===== src/rtl/dbgf_pkg.sv =====
package dbgf_pkg;
    localparam int MODE_W = 3;
    localparam int SRC_W  = 3;

    typedef enum logic [MODE_W-1:0] {
        OP_STARTUP  = 3'd0,
        OP_NORMAL   = 3'd1,
        OP_STANDBY  = 3'd2,
        OP_SLEEP    = 3'd3,
        OP_RESTART  = 3'd4,
        OP_FAILSAFE = 3'd5
    } op_mode_e;

    typedef enum logic [SRC_W-1:0] {
        SRC_NONE     = 3'd0,
        SRC_WD_OVF   = 3'd1,
        SRC_WIN_MISS = 3'd2,
        SRC_INT_TMO  = 3'd3,
        SRC_STUP     = 3'd4,
        SRC_UNDERV   = 3'd5
    } rst_src_e;

    typedef enum logic [1:0] {
        ACT_NONE,
        ACT_RESET,
        ACT_FAILSAFE
    } fault_act_e;

    typedef enum logic [1:0] {
        LAT_POR,
        LAT_WINDOW,
        LAT_LOCKED
    } lat_state_e;

    typedef struct packed {
        logic       valid;
        rst_src_e   code;
        fault_act_e act;
        logic       maskable;
    } fault_ev_t;
endpackage


===== src/rtl/dbgf_dev_latch.sv =====
module dbgf_dev_latch
    import dbgf_pkg::*;
(
    input  logic     clk,
    input  logic     rst_n,
    input  op_mode_e mode_i,
    input  logic     strap_i,
    input  logic     wr_i,
    input  logic     wdata_i,
    output logic     dev_o
);
    lat_state_e state_q, state_d;
    logic       dev_q, dev_d;

    // State register
    always_ff @(posedge clk or negedge rst_n) begin
        if (!rst_n) begin
            state_q <= LAT_POR;
        end else begin
            state_q <= state_d;
        end
    end

    // Next state and bit update
    always_comb begin
        state_d = state_q;
        dev_d   = dev_q;
        unique case (state_q)
            LAT_POR: begin
                dev_d   = strap_i;
                state_d = (mode_i == OP_STARTUP) ? LAT_WINDOW : LAT_LOCKED;
            end
            LAT_WINDOW: begin
                if (mode_i != OP_STARTUP) begin
                    state_d = LAT_LOCKED;
                end else if (wr_i) begin
                    dev_d = wdata_i;
                end
            end
            LAT_LOCKED: begin
                state_d = LAT_LOCKED;
            end
            default: state_d = LAT_LOCKED;
        endcase
    end

    // Output register
    always_ff @(posedge clk or negedge rst_n) begin
        if (!rst_n) begin
            dev_q <= 1'b0;
        end else begin
            dev_q <= dev_d;
        end
    end

    assign dev_o = dev_q;
endmodule


===== src/rtl/dbgf_classify.sv =====
module dbgf_classify
    import dbgf_pkg::*;
(
    input  op_mode_e  mode_i,
    input  logic      uv_i,
    input  logic      wd_ovf_i,
    input  logic      win_i,
    input  logic      tmo_i,
    input  logic      stup_i,
    input  logic      ext_i,
    output fault_ev_t ev_o,
    output logic      ext_restart_o
);
    always_comb begin
        ev_o = '{valid: 1'b0, code: SRC_NONE, act: ACT_NONE, maskable: 1'b0};
        if (mode_i != OP_FAILSAFE) begin
            if (uv_i) begin
                ev_o = '{valid: 1'b1, code: SRC_UNDERV, act: ACT_FAILSAFE, maskable: 1'b0};
            end else begin
                unique case (mode_i)
                    OP_NORMAL: begin
                        if (wd_ovf_i) begin
                            ev_o = '{valid: 1'b1, code: SRC_WD_OVF, act: ACT_RESET, maskable: 1'b1};
                        end else if (win_i) begin
                            ev_o = '{valid: 1'b1, code: SRC_WIN_MISS, act: ACT_RESET, maskable: 1'b1};
                        end else if (tmo_i) begin
                            ev_o = '{valid: 1'b1, code: SRC_INT_TMO, act: ACT_RESET, maskable: 1'b1};
                        end
                    end
                    OP_STANDBY, OP_SLEEP: begin
                        if (wd_ovf_i) begin
                            ev_o = '{valid: 1'b1, code: SRC_WD_OVF, act: ACT_RESET, maskable: 1'b0};
                        end
                    end
                    OP_STARTUP: begin
                        if (stup_i) begin
                            ev_o = '{valid: 1'b1, code: SRC_STUP, act: ACT_RESET, maskable: 1'b1};
                        end
                    end
                    OP_RESTART: begin
                        if (stup_i) begin
                            ev_o = '{valid: 1'b1, code: SRC_STUP, act: ACT_FAILSAFE, maskable: 1'b1};
                        end
                    end
                    default: ;
                endcase
            end
        end
    end

    assign ext_restart_o = (mode_i == OP_STARTUP) && ext_i && !uv_i;
endmodule


===== src/rtl/dbgf_gate.sv =====
module dbgf_gate
    import dbgf_pkg::*;
(
    input  fault_ev_t ev_i,
    input  logic      dev_i,
    input  logic      ext_restart_i,
    output logic      rst_d_o,
    output logic      fs_d_o,
    output logic      we_d_o,
    output logic      irq_d_o
);
    logic masked;

    always_comb begin
        masked  = ev_i.valid && ev_i.maskable && dev_i;
        rst_d_o = (ev_i.valid && (ev_i.act == ACT_RESET) && !masked) || ext_restart_i;
        fs_d_o  = ev_i.valid && (ev_i.act == ACT_FAILSAFE) && !masked;
        we_d_o  = ev_i.valid;
        irq_d_o = masked;
    end
endmodule


===== src/rtl/devmode_fault_gate.sv =====
module devmode_fault_gate
    import dbgf_pkg::*;
(
    input  logic              clk,
    input  logic              rst_n,
    input  logic [MODE_W-1:0] mode_i,
    input  logic              wd_ovf_i,
    input  logic              wd_win_miss_i,
    input  logic              int_tmo_i,
    input  logic              stup_exp_i,
    input  logic              uv_long_i,
    input  logic              ext_rst_i,
    input  logic              strap_i,
    input  logic              dev_wr_i,
    input  logic              dev_wdata_i,
    output logic              rst_req_o,
    output logic              fs_req_o,
    output logic [SRC_W-1:0]  src_o,
    output logic              src_we_o,
    output logic              irq_o,
    output logic              dev_mode_o
);
    op_mode_e  mode;
    fault_ev_t ev;
    logic      ext_restart;
    logic      dev;
    logic      rst_d, fs_d, we_d, irq_d;

    assign mode = op_mode_e'(mode_i);

    dbgf_dev_latch u_latch (
        .clk     (clk),
        .rst_n   (rst_n),
        .mode_i  (mode),
        .strap_i (strap_i),
        .wr_i    (dev_wr_i),
        .wdata_i (dev_wdata_i),
        .dev_o   (dev)
    );

    dbgf_classify u_classify (
        .mode_i        (mode),
        .uv_i          (uv_long_i),
        .wd_ovf_i      (wd_ovf_i),
        .win_i         (wd_win_miss_i),
        .tmo_i         (int_tmo_i),
        .stup_i        (stup_exp_i),
        .ext_i         (ext_rst_i),
        .ev_o          (ev),
        .ext_restart_o (ext_restart)
    );

    dbgf_gate u_gate (
        .ev_i          (ev),
        .dev_i         (dev),
        .ext_restart_i (ext_restart),
        .rst_d_o       (rst_d),
        .fs_d_o        (fs_d),
        .we_d_o        (we_d),
        .irq_d_o       (irq_d)
    );

    // Output registers
    always_ff @(posedge clk or negedge rst_n) begin
        if (!rst_n) begin
            rst_req_o <= 1'b0;
            fs_req_o  <= 1'b0;
            src_we_o  <= 1'b0;
            irq_o     <= 1'b0;
            src_o     <= SRC_NONE;
        end else begin
            rst_req_o <= rst_d;
            fs_req_o  <= fs_d;
            src_we_o  <= we_d;
            irq_o     <= irq_d;
            if (we_d) begin
                src_o <= ev.code;
            end
        end
    end

    assign dev_mode_o = dev;
endmodule


===== config.mk =====
export PLATFORM = sky130hd
export DESIGN_NAME = devmode_fault_gate
export DESIGN_NICKNAME = d
export VERILOG_FILES = /design/src/rtl/dbgf_pkg.sv /design/src/rtl/dbgf_dev_latch.sv /design/src/rtl/dbgf_classify.sv /design/src/rtl/dbgf_gate.sv /design/src/rtl/devmode_fault_gate.sv
export SDC_FILE = /design/constraint.sdc
export NUM_CORES = 1
export LEC_CHECK = 0
export BUFFER_PORTS_ARGS = -buffer_cell sky130_fd_sc_hd__buf_2
export CAP_MARGIN = 0
export CORE_AREA = 2 2 39 41
export CTS_BUF_LIST = sky130_fd_sc_hd__clkbuf_4
export DETAILED_ROUTE_END_ITERATION = 6
export DIE_AREA = 0 0 41 43
export GPL_TIMING_DRIVEN = 1
export PLACE_DENSITY = 0.66
export SLEW_MARGIN = 20
export SYNTH_ARGS = -nofsm -noshare
export SYNTH_HDL_FRONTEND = slang
export SYNTH_SLANG_ARGS = --single-unit

===== constraint.sdc =====
create_clock -name clk -period 1.4 [get_ports clk]
set_clock_uncertainty 0.2 [all_clocks]
set_input_delay 0.14 -clock clk [delete_from_list [all_inputs] [get_ports clk]]
set_output_delay 0.14 -clock clk [all_outputs]
set_load 0.005 [all_outputs]

==> results.yml, run 1 <==
flow_run:
  max_cap_viol_count: 0
cells_and_area:
  final_common_cell: "buf_2"
  syn_to_final_growth_pct: 47.0
  post-route-util_pct: 54.9
  finalNetCount: 102
  layoutNonFillerInstCount: 103
  drive_gt1_share_pct: 43.7
  fillers: 146
  diodes: 0
  mostFrequentLayoutCells: "21 x buf_2, 10 x dfrtp_1, 7 x buf_4, 6 x a21oi_1, 5 x nor2_1"
yosys:
  yosys-mux-area-fraction_pct: 2.18
  netlist_instances: 53
  synth-compound-area-share_pct: 22.8
  synth.cell_area_um2: 517
  synthDistinctLibCells: 24
  synthAdderAreaFrac_pct: 0
  dominant_combinational_cell_family_by_area_after_synthesis: "compound AO/OA/AOI/OAI gates"
  yosys_register_bits: 10
  synthesis.nets: 67
  yosys_warnings: 0
  synth-seq-area-share_pct: 48.4
  synth_simple_gate_area_share_pct: 21.3
  fraction_of_synthesized_cell_area_in_xor_and_xnor_cells_pct: 0
  syn_area_per_cell_um2: 9.75
worst_setup_path:
  setup.worst_path.class: "input port to flop"
  r2r.worst_path.cells: 2
  crit_path_start_kind: "input port"
  max_stage_delay_ps: 580
  worst-endpoint-required_ps: 1340
  timing.critical_path.to_type: "flop"
  critical_path_buf_inv_count: 2
  critPathTopFamily: "buffers and inverters"
  cp_data_arrival_time_ps: 1210
  cp_slowest_cell: "dlygate4sd3_1"
  crit_path_max_fanout: 8
  path_depth: 4
  timing.critical_path.cells: "buf_2 -> dlygate4sd3_1 -> nor3b_2 -> o21ai_0"
grt:
  initial_antenna_violation_count: 0
  wire_length_of_the_first_global_routing_pass_um: 1870
  grt-ovfl-total: 0
  grt_pass1_vias: 461
  total_global_route_track_usage_pct: 15.7
  grt_start_max_net_pins: 11
power:
  leakagePower_uw: 0.000367
  power.density_cell_area_nw_per_um2: 854
  ir_drop_worst_vdd_mv: 0.493
detailed_routing:
  routedWlPerCell_um: 11.0
  dr_total_vias: 519
  iteration_0_drc_count_of_the_detailed_router: 6
  count_of_nets_left_with_antenna_violations_after_detail_routing: 0
  routed_wire_length_um: 1140
  detail_route.vias_per_cell: 5.04
  route.detailed.drc: 0
  detailedRoute.firstPassIterationCount: 4
cts:
  cts_num_sinks: 10
  insertion_delay_ps: 260
  cts_buffers: 3
  clk_root_buffer_cell: "clkbuf_4"
  clock_tree.buffer_depth: 2
  cts_tree: "done"
  cts_max_level: 1
  clk_transition_reported_paths_ps: 60
  post_cts.repair.setup_buffers: 0
floorplanning:
  site_row_count: 14
  initial_core_util_pct: 37.3
  die_height_um: 43
  dieArea_um2: 1760
  die_width_um: 41
  floorplan.core_area_um2: 1380
  ios: 22
sta:
  worstMarginPinSlew_ps: 258
  period_minus_slack_ps: 1280
  finalSetupViolCount: 0
  tns_ps: 0
  finalCritPeriodShare_pct: 91.3
  report.final.slew_viol_count: 0
  hold_violations: 0
  grt_setup_unrepaired: "no"
  max_freq_ghz: 0.783
  postLayoutSetupSlackWorst_ps: 122
  final.hold.worst_slack_ps: 44.9
  max_slew_margin_pct: 82.7
min_path:
  holdPathStages: 3
  min-delay-path-class: "input port to flop"
placement:
  place_ws_ps: -98.3
  numPlacedInstances: 96
  buffer_ports.inserted: 21
  place.detailed.hpwl_um: 866
  place.gp.congestion: 0.836
status:
  outcome: "finished clean"
## worst paths after layout
check / startpoint / endpoint / slack [ps]
setup reg to reg: u_latch.dev_o / fs_req_o / 330
hold / removal: stup_exp_i / fs_req_o / 40
setup / recovery: uv_long_i / rst_req_o / 120
max in group asynchronous: rst_n / src_o[0] / 760
min in group asynchronous: rst_n / fs_req_o / 60
hold reg to reg: src_o[0] / src_o[0] / 310
## state kept, by name, indices dropped and copies added (netlist names)
signal and cells:
src_o 3, fs_req_o 1, u_latch.dev_o 1, u_latch.state_q 2, rst_req_o 1, src_we_o 1, irq_o 1
## per-stage QoR
stage	instance area [µm²]	power, µW
3_3_place_gp	698	448
2_1_floorplan	517	374
6_report	759	649
3_5_place_dp	698	450
4_1_cts	754	655
5_1_grt	759	697
## synth_stat cells
master / n / share of area (%)
and2b_2: 1 / 1.7
nor3_1: 4 / 3.9
o21ai_0: 3 / 2.9
or3_1: 1 / 1.2
inv_1: 3 / 2.2
or4b_4: 1 / 2.7
nor2_1: 5 / 3.6
o21bai_1: 3 / 4.4
nor2_2: 1 / 1.2
nand3_1: 1 / 0.97
buf_6: 1 / 2.2
nand2_1: 1 / 0.73
dfrtp_1: 10 / 48
nand2b_1: 2 / 2.4
a21oi_1: 6 / 5.8
a211oi_1: 1 / 1.5
nand3b_1: 1 / 1.5
o21ba_2: 1 / 1.9
nor3b_1: 1 / 1.5
a32oi_1: 1 / 1.7
mux2_2: 1 / 2.2
o211ai_1: 2 / 2.9
o22a_1: 1 / 1.7
buf_2: 1 / 0.97
## worst register-to-register path, stage by stage (launching register included)
cell and delay [ps]:
dfrtp_1 390, nor3b_2 170, a211oi_1 210
## layout make-up
cell class,count,area [µm²],area share (%)
timing repair buffer,32,208,27.3
inverter,3,11.3,1.48
clock buffer,3,22.5,2.97
tap,16,20.0,2.64
multi-input combinational,38,244,32.1
clock inverter,1,3.75,0.494
sequential,10,250,32.9
## where the power goes
| group | switching [µW] | leakage, µW | internal, µW |
|---|---|---|---|
| sequential | 6.05 | 0.000118 | 306 |
| clock | 94.7 | 0.0000154 | 103 |
| combinational | 62.5 | 0.000233 | 76.8 |
## per-layer routing
metal	track usage, %	wire length (µm)	part of all wire, %	up-vias
li1	-	-	-	260
met5	0	0	0	-
met4	10.0	14	1.2	0
met3	3.14	56	4.9	2
met2	21.3	552	49	14
met1	21.7	512	45	243
## cells by family after synthesis
family | count (synthesis)
and+or+nand+nor | 19
AOI/OAI and AO/OA | 18
DFF | 10
buffers and inverters | 5
muxes | 1
## repair_timing
| item | 4_1_cts | 5_1_grt |
|---|---|---|
| endpoints found under the hold margin | 12 | 0 |
| hold buffers | 3 | 0 |
| resized for setup | 0 | 1 |
| setup endpoints to repair | 0 | 1 |
Power figures use the tool's default switching activity.
==> run 2: changes to the inputs <==
--- a/config.mk
+++ b/config.mk
@@ -7,12 +7,13 @@
 export LEC_CHECK = 0
 export BUFFER_PORTS_ARGS = -buffer_cell sky130_fd_sc_hd__buf_2
 export CAP_MARGIN = 0
-export CORE_AREA = 2 2 39 41
+export CORE_MARGIN = 2
+export CORE_UTILIZATION = 28
 export CTS_BUF_LIST = sky130_fd_sc_hd__clkbuf_4
+export CTS_CLUSTER_SIZE = 25
 export DETAILED_ROUTE_END_ITERATION = 6
-export DIE_AREA = 0 0 41 43
 export GPL_TIMING_DRIVEN = 1
-export PLACE_DENSITY = 0.66
+export PLACE_DENSITY = 0.51
 export SLEW_MARGIN = 20
 export SYNTH_ARGS = -nofsm -noshare
 export SYNTH_HDL_FRONTEND = slang
==> run 2 against run 1 <==
The flow now finishes with violations (negative hold slack); non-clock buffer count rose by 3; critical path type unchanged; core utilization fell by 10 points; sequential power barely moved; sequential share of layout area fell by 0.59 points; critical path depth rose by 1; clock power barely moved; clock-buffer cell count did not move; hold slack got worse by 72 ps; die area rose by 25%; routed wire length fell by 0.18%; total power rose by 0.21%.
==> results.yml, run 2 (synthesis gave the netlist of run 1 again) <==
status:
  outcome: "finished with violations"
  violations: "negative hold slack"
cells_and_area:
  finalNetCount: 105
  final_common_cell: "buf_2"
  largest_reg_flops: 3
  fin_area_um2: 773
  drive_gt1_share_pct: 45.6
  layoutNonFillerInstCount: 115
  reg_top3: "src_o: 3 flops, u_latch.state_q: 2 flops"
  diodes: 0
  regMostFlops: "src_o"
  mostFrequentLayoutCells: "21 x buf_2, 12 x buf_4, 10 x dfrtp_1, 6 x a21oi_1, 5 x nor2_1"
  syn_to_final_growth_pct: 49.6
sta:
  final.hold.worst_slack_ps: -27.5
  worstMarginPinSlew_ps: 329
  max_slew_margin_pct: 78.0
  report.final.slew_viol_count: 0
  period_minus_slack_ps: 1220
  finalCritPeriodShare_pct: 87.2
  hold_violations: 1
  grt_setup_unrepaired: "no"
  finalSetupViolCount: 0
  max_freq_ghz: 0.819
grt:
  initial_antenna_violation_count: 0
  total_global_route_track_usage_pct: 12.0
  grt_pass1_vias: 461
  wire_length_of_the_first_global_routing_pass_um: 1860
  grt-ovfl-total: 0
  grt_start_max_net_pins: 11
detailed_routing:
  route.detailed.drc: 0
  routedWlPerCell_um: 9.86
  iteration_0_drc_count_of_the_detailed_router: 15
  dr_total_vias: 524
  detail_route.vias_per_cell: 4.56
  count_of_nets_left_with_antenna_violations_after_detail_routing: 0
  detailedRoute.firstPassIterationCount: 4
  routed_wire_length_um: 1130
worst_setup_path:
  worst_reg2reg_path_startpoint: "u_latch.dev_o"
  max_stage_delay_ps: 360
  setup.worst_path.class: "input port to flop"
  crit_path_start_kind: "input port"
  worst-endpoint-required_ps: 1340
  cp_slowest_cell: "mux2_2"
  crit_start: "mode_i[1]"
  crit_path_max_fanout: 7
  timing.critical_path.cells: "buf_2 -> and2b_2 -> nand2b_1 -> o211ai_1 -> mux2_2"
  cp_data_arrival_time_ps: 1160
  timing.critical_path.to_type: "flop"
cts:
  cts_num_sinks: 10
  cts_max_level: 1
  cts.hold.buffers_added: 2
  clk_root_buffer_cell: "clkbuf_4"
  cts_buffers: 3
  cts_tree: "done"
  clk_transition_reported_paths_ps: 70
  clock_tree.buffer_depth: 2
  post_cts.repair.setup_buffers: 0
  cts.repair.resized: 0
  insertion_delay_ps: 260
placement:
  numPlacedInstances: 109
  placement.cell_area_um2: 727
  place.detailed.hpwl_um: 902
  buffer_ports.inserted: 21
  place.gp.congestion: 0.790
power:
  leakagePower_uw: 0.000376
  ir_drop_worst_vdd_mv: 0.373
  power.density_cell_area_nw_per_um2: 841
  fin_total_pwr_uw: 650
flow_run:
  max_cap_viol_count: 0
floorplanning:
  dieArea_um2: 2210
  die_height_um: 47.0
  site_row_count: 15
  die_width_um: 47.0
  floorplan.core_area_um2: 1730
  initial_core_util_pct: 29.9
  ios: 22
min_path:
  worstHoldStart: "uv_long_i"
  min-delay-path-class: "input port to flop"
run 2: metal layers:
| metal | track usage [%] | part of all wire, % |
|---|---|---|
| met2 | 17.5 | 47 |
| met5 | 0 | 0 |
| met4 | 8.33 | 1.5 |
| met3 | 1.15 | 5.3 |
| met1 | 16.7 | 46 |
run 2: power by group:
| group | switching (µW) | leakage [µW] | internal [µW] |
|---|---|---|---|
| logic | 61.6 | 0.000242 | 78.7 |
| registers | 5.87 | 0.000118 | 306 |
| clock network | 95.3 | 0.0000154 | 103 |
| total | 163 | 0.000376 | 487 |
run 2: layout make-up:
cell class	count	area (µm²)
repair buffers	35	215
inverters	3	11.3
clock inverters	1	3.75
well taps	25	31.3
multi-input cells	38	239
clock buffers	3	22.5
fillers	187	953
flip-flops and latches	10	250
run 2: per-stage QoR:
step	hold slack [ps]	setup TNS [ps]	utilization (%)	worst slack (ps)
2_1_floorplan	-356	0	-	12.6
4_1_cts	-20.4	0	44.8	153
5_1_grt	-23.9	0	44.8	102
3_5_place_dp	-185	-313	42.1	-114
6_report	-27.5	0	44.8	179
3_3_place_gp	-190	-353	42.1	-130
run 2: worst paths after layout:
check | to | slack, ps | cells after the start
worst max-delay path | src_o[0] | 180 | 5
worst max register to register | rst_req_o | 230 | 2
worst min register to register | src_o[2] | 300 | 2
max in group asynchronous | src_we_o | 710 | 2
min in group asynchronous | u_latch.dev_o | 90 | 2
worst min-delay path | irq_o | -30 | 2
run 2: critical path, delay by kind of cell:
family / cells / cell delay, ps
mux: 1 / 360
compound gates: 1 / 130
buf+inv: 1 / 140
simple gates: 2 / 390
